$ cat config.mk
export PLATFORM = sky130hd
export DESIGN_NAME = vpc_runstop_ctrl
export DESIGN_NICKNAME = d
export VERILOG_FILES = /design/src/rtl/vpc_pkg.sv /design/src/rtl/vpc_addr_dec.sv /design/src/rtl/vpc_vp_slice.sv /design/src/rtl/vpc_runstop_ctrl.sv
export SDC_FILE = /design/constraint.sdc
export NUM_CORES = 1
export LEC_CHECK = 0
export BUFFER_PORTS_ARGS = -buffer_cell sky130_fd_sc_hd__buf_2
export CAP_MARGIN = 10
export CORE_AREA = 2 2 58 60
export CTS_CLUSTER_SIZE = 30
export DETAILED_ROUTE_END_ITERATION = 7
export DIE_AREA = 0 0 60 62
export PLACE_DENSITY = 0.8
export SYNTH_ARGS = -nofsm -noshare
export SYNTH_HDL_FRONTEND = slang
export SYNTH_SLANG_ARGS = --single-unit
$ cat constraint.sdc
create_clock -name clk -period 2.7 [get_ports clk]
set_input_delay 0.405 -clock clk [delete_from_list [all_inputs] [get_ports clk]]
set_output_delay 0.405 -clock clk [all_outputs]
set_load 0.05 [all_outputs]
$ cat src/rtl/vpc_pkg.sv
package vpc_pkg;

  // Register selected by a bus address, independent of window
  typedef enum logic [1:0] {
    REG_NONE = 2'd0,
    REG_RUN  = 2'd1,
    REG_STOP = 2'd2,
    REG_STAT = 2'd3
  } vpc_reg_e;

  localparam int NUM_WIN = 2;

endpackage

$ cat src/rtl/vpc_addr_dec.sv
module vpc_addr_dec
  import vpc_pkg::*;
#(
  parameter int ADDR_W = 16,
  parameter logic [ADDR_W-1:0] WIN0_BASE = 16'h2000,
  parameter logic [ADDR_W-1:0] WIN1_BASE = 16'h4000,
  parameter logic [ADDR_W-1:0] RUN_OFS   = 16'h0010,
  parameter logic [ADDR_W-1:0] STOP_OFS  = 16'h0018,
  parameter logic [ADDR_W-1:0] STAT_OFS  = 16'h0020
) (
  input  logic [ADDR_W-1:0] addr,
  output vpc_reg_e          sel
);

  localparam logic [ADDR_W-1:0] BASES [NUM_WIN] = '{WIN0_BASE, WIN1_BASE};

  logic [NUM_WIN-1:0] hit_run, hit_stop, hit_stat;

  for (genvar w = 0; w < NUM_WIN; w++) begin : g_win
    localparam logic [ADDR_W-1:0] A_RUN  = BASES[w] + RUN_OFS;
    localparam logic [ADDR_W-1:0] A_STOP = BASES[w] + STOP_OFS;
    localparam logic [ADDR_W-1:0] A_STAT = BASES[w] + STAT_OFS;
    assign hit_run[w]  = (addr == A_RUN);
    assign hit_stop[w] = (addr == A_STOP);
    assign hit_stat[w] = (addr == A_STAT);
  end

  always_comb begin
    sel = REG_NONE;
    if (|hit_run)       sel = REG_RUN;
    else if (|hit_stop) sel = REG_STOP;
    else if (|hit_stat) sel = REG_STAT;
  end

endmodule

$ cat src/rtl/vpc_vp_slice.sv
module vpc_vp_slice (
  input  logic clk,
  input  logic rst_n,
  input  logic start_cmd,
  input  logic stop_cmd,
  output logic rst_pulse,
  output logic running,
  output logic halt_req
);

  logic busy, start_ok, stop_hit;

  // A VP in its reset pulse counts as busy: no second start, and a stop cancels it
  assign busy     = running | rst_pulse;
  assign start_ok = start_cmd & ~busy & ~stop_cmd;
  assign stop_hit = stop_cmd & busy;

  always_ff @(posedge clk) begin
    if (!rst_n) begin
      rst_pulse <= 1'b0;
      running   <= 1'b0;
      halt_req  <= 1'b1;
    end else begin
      rst_pulse <= start_ok;
      if (stop_hit)       running <= 1'b0;
      else if (rst_pulse) running <= 1'b1;
      if (stop_hit)      halt_req <= 1'b1;
      else if (start_ok) halt_req <= 1'b0;
    end
  end

endmodule

$ cat src/rtl/vpc_runstop_ctrl.sv
module vpc_runstop_ctrl
  import vpc_pkg::*;
#(
  parameter int NUM_VP = 1,
  parameter logic [63:0] START_RUNNING = 64'h1,
  parameter int ADDR_W = 16,
  parameter int DATA_W = 64,
  parameter logic [ADDR_W-1:0] CLUSTER_BASE = 16'h2000,
  parameter logic [ADDR_W-1:0] LOCAL_BASE   = 16'h4000
) (
  input  logic              clk,
  input  logic              rst_n,
  input  logic              bus_valid,
  input  logic              bus_write,
  input  logic [ADDR_W-1:0] bus_addr,
  input  logic [DATA_W-1:0] bus_wdata,
  output logic              rsp_valid,
  output logic [DATA_W-1:0] rsp_rdata,
  output logic [NUM_VP-1:0] vp_reset_pulse,
  output logic [NUM_VP-1:0] vp_run_en,
  output logic [NUM_VP-1:0] vp_halt_req
);

  // Configuration checks
  if (NUM_VP < 1 || NUM_VP > DATA_W || NUM_VP > 64) begin : g_bad_count
    $error("vpc_runstop_ctrl: NUM_VP out of range");
  end
  if (NUM_VP < 64) begin : g_chk_boot
    if ((START_RUNNING >> NUM_VP) != 64'd0) begin : g_bad_boot
      $error("vpc_runstop_ctrl: START_RUNNING selects a VP beyond NUM_VP");
    end
  end

  vpc_reg_e sel;

  vpc_addr_dec #(
    .ADDR_W   (ADDR_W),
    .WIN0_BASE(CLUSTER_BASE),
    .WIN1_BASE(LOCAL_BASE)
  ) u_dec (
    .addr(bus_addr),
    .sel (sel)
  );

  // One-cycle boot strobe after reset release, launching the START_RUNNING set
  logic boot;
  always_ff @(posedge clk) begin
    if (!rst_n) boot <= 1'b1;
    else        boot <= 1'b0;
  end

  logic wr_run, wr_stop;
  assign wr_run  = bus_valid & bus_write & (sel == REG_RUN);
  assign wr_stop = bus_valid & bus_write & (sel == REG_STOP);

  // Only the low NUM_VP data bits take part; the rest are dropped here
  logic [NUM_VP-1:0] vp_bits, boot_set, start_vec, stop_vec;
  assign vp_bits   = bus_wdata[NUM_VP-1:0];
  assign boot_set  = START_RUNNING[NUM_VP-1:0];
  assign start_vec = (wr_run ? vp_bits : '0) | (boot ? boot_set : '0);
  assign stop_vec  = wr_stop ? vp_bits : '0;

  if (NUM_VP < DATA_W) begin : g_pad
    logic unused_hi;
    assign unused_hi = ^bus_wdata[DATA_W-1:NUM_VP];
  end

  for (genvar i = 0; i < NUM_VP; i++) begin : g_vp
    vpc_vp_slice u_slice (
      .clk      (clk),
      .rst_n    (rst_n),
      .start_cmd(start_vec[i]),
      .stop_cmd (stop_vec[i]),
      .rst_pulse(vp_reset_pulse[i]),
      .running  (vp_run_en[i]),
      .halt_req (vp_halt_req[i])
    );
  end

  // Read response, one cycle after the request
  always_ff @(posedge clk) begin
    if (!rst_n) begin
      rsp_valid <= 1'b0;
      rsp_rdata <= '0;
    end else begin
      rsp_valid <= bus_valid & ~bus_write;
      if (bus_valid && !bus_write && sel == REG_STAT)
        rsp_rdata <= DATA_W'(vp_run_en);
      else
        rsp_rdata <= '0;
    end
  end

endmodule

### After elaboration in Yosys (flattened, before gate mapping)

Cells that the tools add are included.

* flip-flop bits (word level): 69
* output and inout bits: 68

* eq/ne operators: 9
* multiplexer cells: 7
* bitwise operators: 13
* reductions and logical operators: 8

Operators by type and width (count)
* == test 16 x 14 -> 1 bit (second input constant): 3
* == test 16 x 15 -> 1 bit (second input constant): 3
* OR reduction 2 bit: 4
* AND 1 bit: 7
* 2-to-1 mux 2 bit: 3
* == test 2 bit (second input constant): 2
* 2-to-1 mux 1 bit: 4
* inverter 1 bit: 4
* == test 2 x 1 -> 1 bit (second input constant): 1
* logical AND 1 bit: 2
* bitwise OR 1 bit: 2
* AND reduction 2 bit: 1
* zero test 1 bit: 1

### Depth between registers and ports, before layout

* depth in word-level cells: 11
* gate-level depth with buffers: 4

### By module

From an unflattened synthesis, not the netlist that was laid out.

* cells, all modules: 95
* area, all modules: 775.7 µm²

Modules (own cells, without submodules)
* vpc_runstop_ctrl: instances 1, cells an instance 75, area an instance 583.1 µm², sequential area each 60.1 µm²
* vpc_vp_slice: instances 1, cells an instance 10, area an instance 107.6 µm², sequential area each 60.1 µm²
* vpc_addr_dec: instances 1, cells an instance 10, area an instance 85.1 µm², sequential area each 0.0 µm²

### Worst setup path after synthesis

OpenSTA, ideal clock, no wires.

* path kind: input to register
* start: input bus_addr[9]
* end: register g_vp[0].u_slice.rst_pulse
* setup time: 70 ps
* arrival: 1314 ps
* data required time: 2630 ps
* setup slack: 1316 ps
* cell stages on the path: 4
* buffers on the path: 0
* cells stage by stage: nor4_2 -> nand4_2 -> or3_1 -> a21oi_1

* word-level cells in the longest chain between the ends: 11

RTL lines
* start, declared: RTL line vpc_runstop_ctrl.sv:15 `input logic [ADDR_W-1:0] bus_addr,`
* == test 16 x 14 -> 1 bit or == test 16 x 15 -> 1 bit (tied branches): RTL line vpc_addr_dec.sv:25 `assign hit_stat[w] = (addr == A_STAT);`
* OR reduction 2 bit: RTL line vpc_addr_dec.sv:32 `else if (|hit_stat) sel = REG_STAT;`
* 2-to-1 mux 2 bit: RTL line vpc_addr_dec.sv:32
* 2-to-1 mux 2 bit: RTL line vpc_addr_dec.sv:31 `else if (|hit_stop) sel = REG_STOP;`
* 2-to-1 mux 2 bit (*): RTL line vpc_addr_dec.sv:30 `if (|hit_run) sel = REG_RUN;`
* == test 2 x 1 -> 1 bit: RTL line vpc_runstop_ctrl.sv:53 `assign wr_run = bus_valid & bus_write & (sel == REG_RUN);`
* AND 1 bit: RTL line vpc_runstop_ctrl.sv:53
* 2-to-1 mux 1 bit: RTL line vpc_runstop_ctrl.sv:60 `assign start_vec = (wr_run ? vp_bits : '0) | (boot ? boot_set : '0);`
* bitwise OR 1 bit: RTL line vpc_runstop_ctrl.sv:60
* AND 1 bit: RTL line vpc_vp_slice.sv:15 `assign start_ok = start_cmd & ~busy & ~stop_cmd;`
* AND 1 bit (*): RTL line vpc_vp_slice.sv:15
* end signal, assigned: RTL line vpc_vp_slice.sv:24 `rst_pulse <= start_ok;`
* end, declared: RTL line vpc_vp_slice.sv:6 `output logic rst_pulse,`

Mark *: on every way between the ends. The rest lies on a longest branch, timed or not.
A chain may end at the register's enable or synchronous reset.

### Final worst setup path

Ends and elaborated chain as after synthesis.

==> summary.md <==
| Metric | Value |
|---|---|
| Clock Power Share | 19.3% |
| Run status | finished, final reports clean |
| CTS hold repair buffers | 0 |
| Antenna Nets Post-Route | 0 |
| Setup-failing EPs final | 0 |
| FF-to-FF Start | g_vp[0].u_slice.running$_SDFFE_PP0P_ |
| Clock Pin Slew Worst Setup and Hold Paths | 0.05 ns |
| Commonest cells after routing, fill and taps aside | conb_1, buf_2, dfxtp_1 |
| Setup Fix Bufs, Post-CTS | 0 |
| Hold depth | 2 |
| Net switching power | 0.257 mW |
| Num Clock Sinks | 6 |
| Worst min-delay path startpoint | bus_write |
| CTS Buffer Depth | 2 |
| Internal power | 0.163 mW |
| Seq cells post-synth | 6 |
| Clk Latency, worst-skew pair | roughly 0.24 ns |
| Synth Instances | 95 |
| Vias | 542 |
| RSZ-0062 raised after global routing | no |
| Pin count of the biggest net entering global routing | 7 |
| Arrival time worst endpoint | roughly 1.5 ns |
| Tmin final | 1.33 ns |
| Skew final | 0.00488 ns |
| CP delay by family, top | simple AND/OR/NAND/NOR gates |
| Crit Reg-Reg Endpoint | rsp_rdata[0]$_SDFF_PN0_ |
| Critical Path RT | 2.87 ns |
| Initial Utilization | around 24% |
| Period Utilization, post-route | approximately half |
| WL/cell | 6.35 um |
| YS warnings | 0 |
| Crit path max fanout | 6 |
| DRC | 0 |
| Fmax | 0.752 GHz |
| Setup TNS | 0 ns |
| Critical path's largest stage delay | 0.38 ns |
| CTS tree | built |
| Pleak | 0.418 nW |
| Post-cts resize count | 0 |
| Layout area overhead | -4.56% |
| Drt pass-1 iters | 5 |
| Deepest level of the CTS H-tree | 1 |
| Synthesized area per cell | 8.09 um2 |
| Via density | 3.23 |
| Diode count | 0 |
| Combinational share of power | a little under three fifths |
| FF-to-FF path depth | 2 |
| Reg power frac | 23.3% |
| Die Width | approximately 60 um |
| Number of max-cap violations | 0 |
| First-pass GRT wire length | 1150 um |
| Layout cells sized above 1 | 26.2% |
| Post-Syn Area | around 770 um2 |
| Post-synth cell types | 22 |
| Worst Setup Start Kind | input pin |
| Final net count | 208 |
| Max VDD drop | between 0.1 and 0.15 mV |
| Worst hold-check path type | in -> reg |
| Commonest non-fill, non-tap cell in the layout | conb_1 |
| Die height | 62 um |
| Root Driver | clkbuf_4 |
| CP max stage cell | or3_1 |
| Post-Route WL | roughly 1100 um |
| Seq/Total Area, Yosys | between 15 and 20% |
| GPL Wtd Cong | 0.592 |
| Rows | 21 |
| Final hold vios | 0 |
| Die area | 0.00372 mm2 |
| Sw frac | 61.1% |
| Initial antenna violation count | 0 |
| Io pins | 152 |
| Core Area | 0.00318 mm2 |
| WHS | 0.354 ns |
| DR iter-0 viols | 9 |
| Remaining global-route overflow | 0 |
| Worst path cell trace | buf_2 -> nor4_2 -> nand4_2 -> or3_1 -> a21oi_1 |
| Worst Setup End Kind | register |
| Hold Path Sink | rsp_rdata[0]$_SDFF_PN0_ |
| Setup slack, reg-to-reg | approximately 1.6 ns |
| Inserted Clock Buffers | 3 |
| Crit path buffers/inverters | 1 |
| Global-route usage over all layers | 4.27% |
| PortBufs | 25 |
| Vias in the first global route | ~320 |
| Pins Over Slew Limit | 0 |
| Post-DP HPWL | 940 um |
| WS Path Type | in -> reg |
| Power per cell area | 573 mW/mm2 |
[cell usage after synthesis, drive strengths merged]
| cell | count | area share [%] |
|---|---|---|
| nand4 | 2 | 2.4 |
| a211oi | 1 | 0.98 |
| o31ai | 1 | 0.98 |
| o21ai | 2 | 1.3 |
| or4bb | 1 | 1.5 |
| nand2 | 4 | 2.0 |
| nor4 | 4 | 6.0 |
| inv | 1 | 0.49 |
| conb | 1 | 0.49 |
| dfxtp | 6 | 16 |
| xor2 | 1 | 1.1 |
| or2 | 1 | 0.81 |
| o31a | 1 | 1.1 |
| nor3 | 1 | 0.65 |
| nor2 | 3 | 1.5 |
| buf | 63 | 62 |
| or3 | 1 | 0.81 |
| a21oi | 1 | 0.65 |
[worst register-to-register path, delay by kind of cell, from the launching register on]
| kind | cells | cell delay [ns] |
|---|---|---|
| AND/OR/NAND/NOR | 2 | 0.60 |
| flip-flops | 1 | 0.39 |
[routing by layer]
| metal | track usage, % | up-vias | wire length [um] |
|---|---|---|---|
| met4 | 1.90 | 0 | 0 |
| met5 | 0 | - | 0 |
| li1 | - | 239 | - |
| met3 | 1.45 | 0 | 275 |
| met1 | 3.09 | 225 | 298 |
| met2 | 9.47 | 78 | 493 |
[area by class of cell]
type | instances | area, um2
Tap cell | 46 | 57.6
Fill cell | 345 | 2450
Multi-Input combinational cell | 87 | 404
Clock buffer | 3 | 22.5
Timing Repair Buffer | 25 | 125
Inverter | 1 | 3.75
Sequential cell | 6 | 120
[worst max-delay path by stage]
stage	cells after the start	from	end	slack, ns
global placement	5	bus_addr[9]	g_vp[0].u_slice.rst_pulse$_SDFF_PN0_	1.12
finish	5	bus_addr[9]	g_vp[0].u_slice.rst_pulse$_SDFF_PN0_	1.37
global route	5	bus_addr[9]	g_vp[0].u_slice.rst_pulse$_SDFF_PN0_	1.30
detailed placement	5	bus_addr[9]	g_vp[0].u_slice.rst_pulse$_SDFF_PN0_	1.10
CTS	5	bus_addr[9]	g_vp[0].u_slice.rst_pulse$_SDFF_PN0_	1.35
floorplan	4	bus_addr[9]	g_vp[0].u_slice.rst_pulse$_SDFF_PN0_	1.32
[cells by family after synthesis]
logic type	Yosys count	share of synthesized area, %
compound gates	6	5.05
other cells	1	0.488
buf+inv	64	62.1
simple gates	17	15.6
xor+xnor	1	1.14
flops	6	15.6
[power groups by stage]
stage                     combinational, mW  sequential, mW  clock [mW]
after detailed placement              0.239          0.0994           0
after CTS                             0.239          0.0979      0.0835
after global routing                  0.252          0.0982      0.0912
after global placement                0.238          0.0992           0
final                                 0.241          0.0980      0.0813
after floorplan                       0.273           0.113           0
[state kept, by name, indices dropped and copies added (netlist names)]
signal and count:
boot 1, g_vp.u_slice.halt_req 1, g_vp.u_slice.rst_pulse 1, g_vp.u_slice.running 1, rsp_rdata 1, rsp_valid 1
[through the flow]
stage | util (%) | cell area (um2) | setup slack (ns) | instances | power (mW)
finish | 23.1 | 733 | 1.37 | 168 | 0.420
CTS | 23.1 | 733 | 1.35 | 168 | 0.421
global placement | 22.4 | 711 | 1.12 | 165 | 0.338
detailed placement | 22.4 | 711 | 1.10 | 165 | 0.339
global route | 23.1 | 733 | 1.30 | 168 | 0.441
floorplan | - | 1000 | 1.32 | 157 | 0.385
Power figures use the tool's default switching activity.
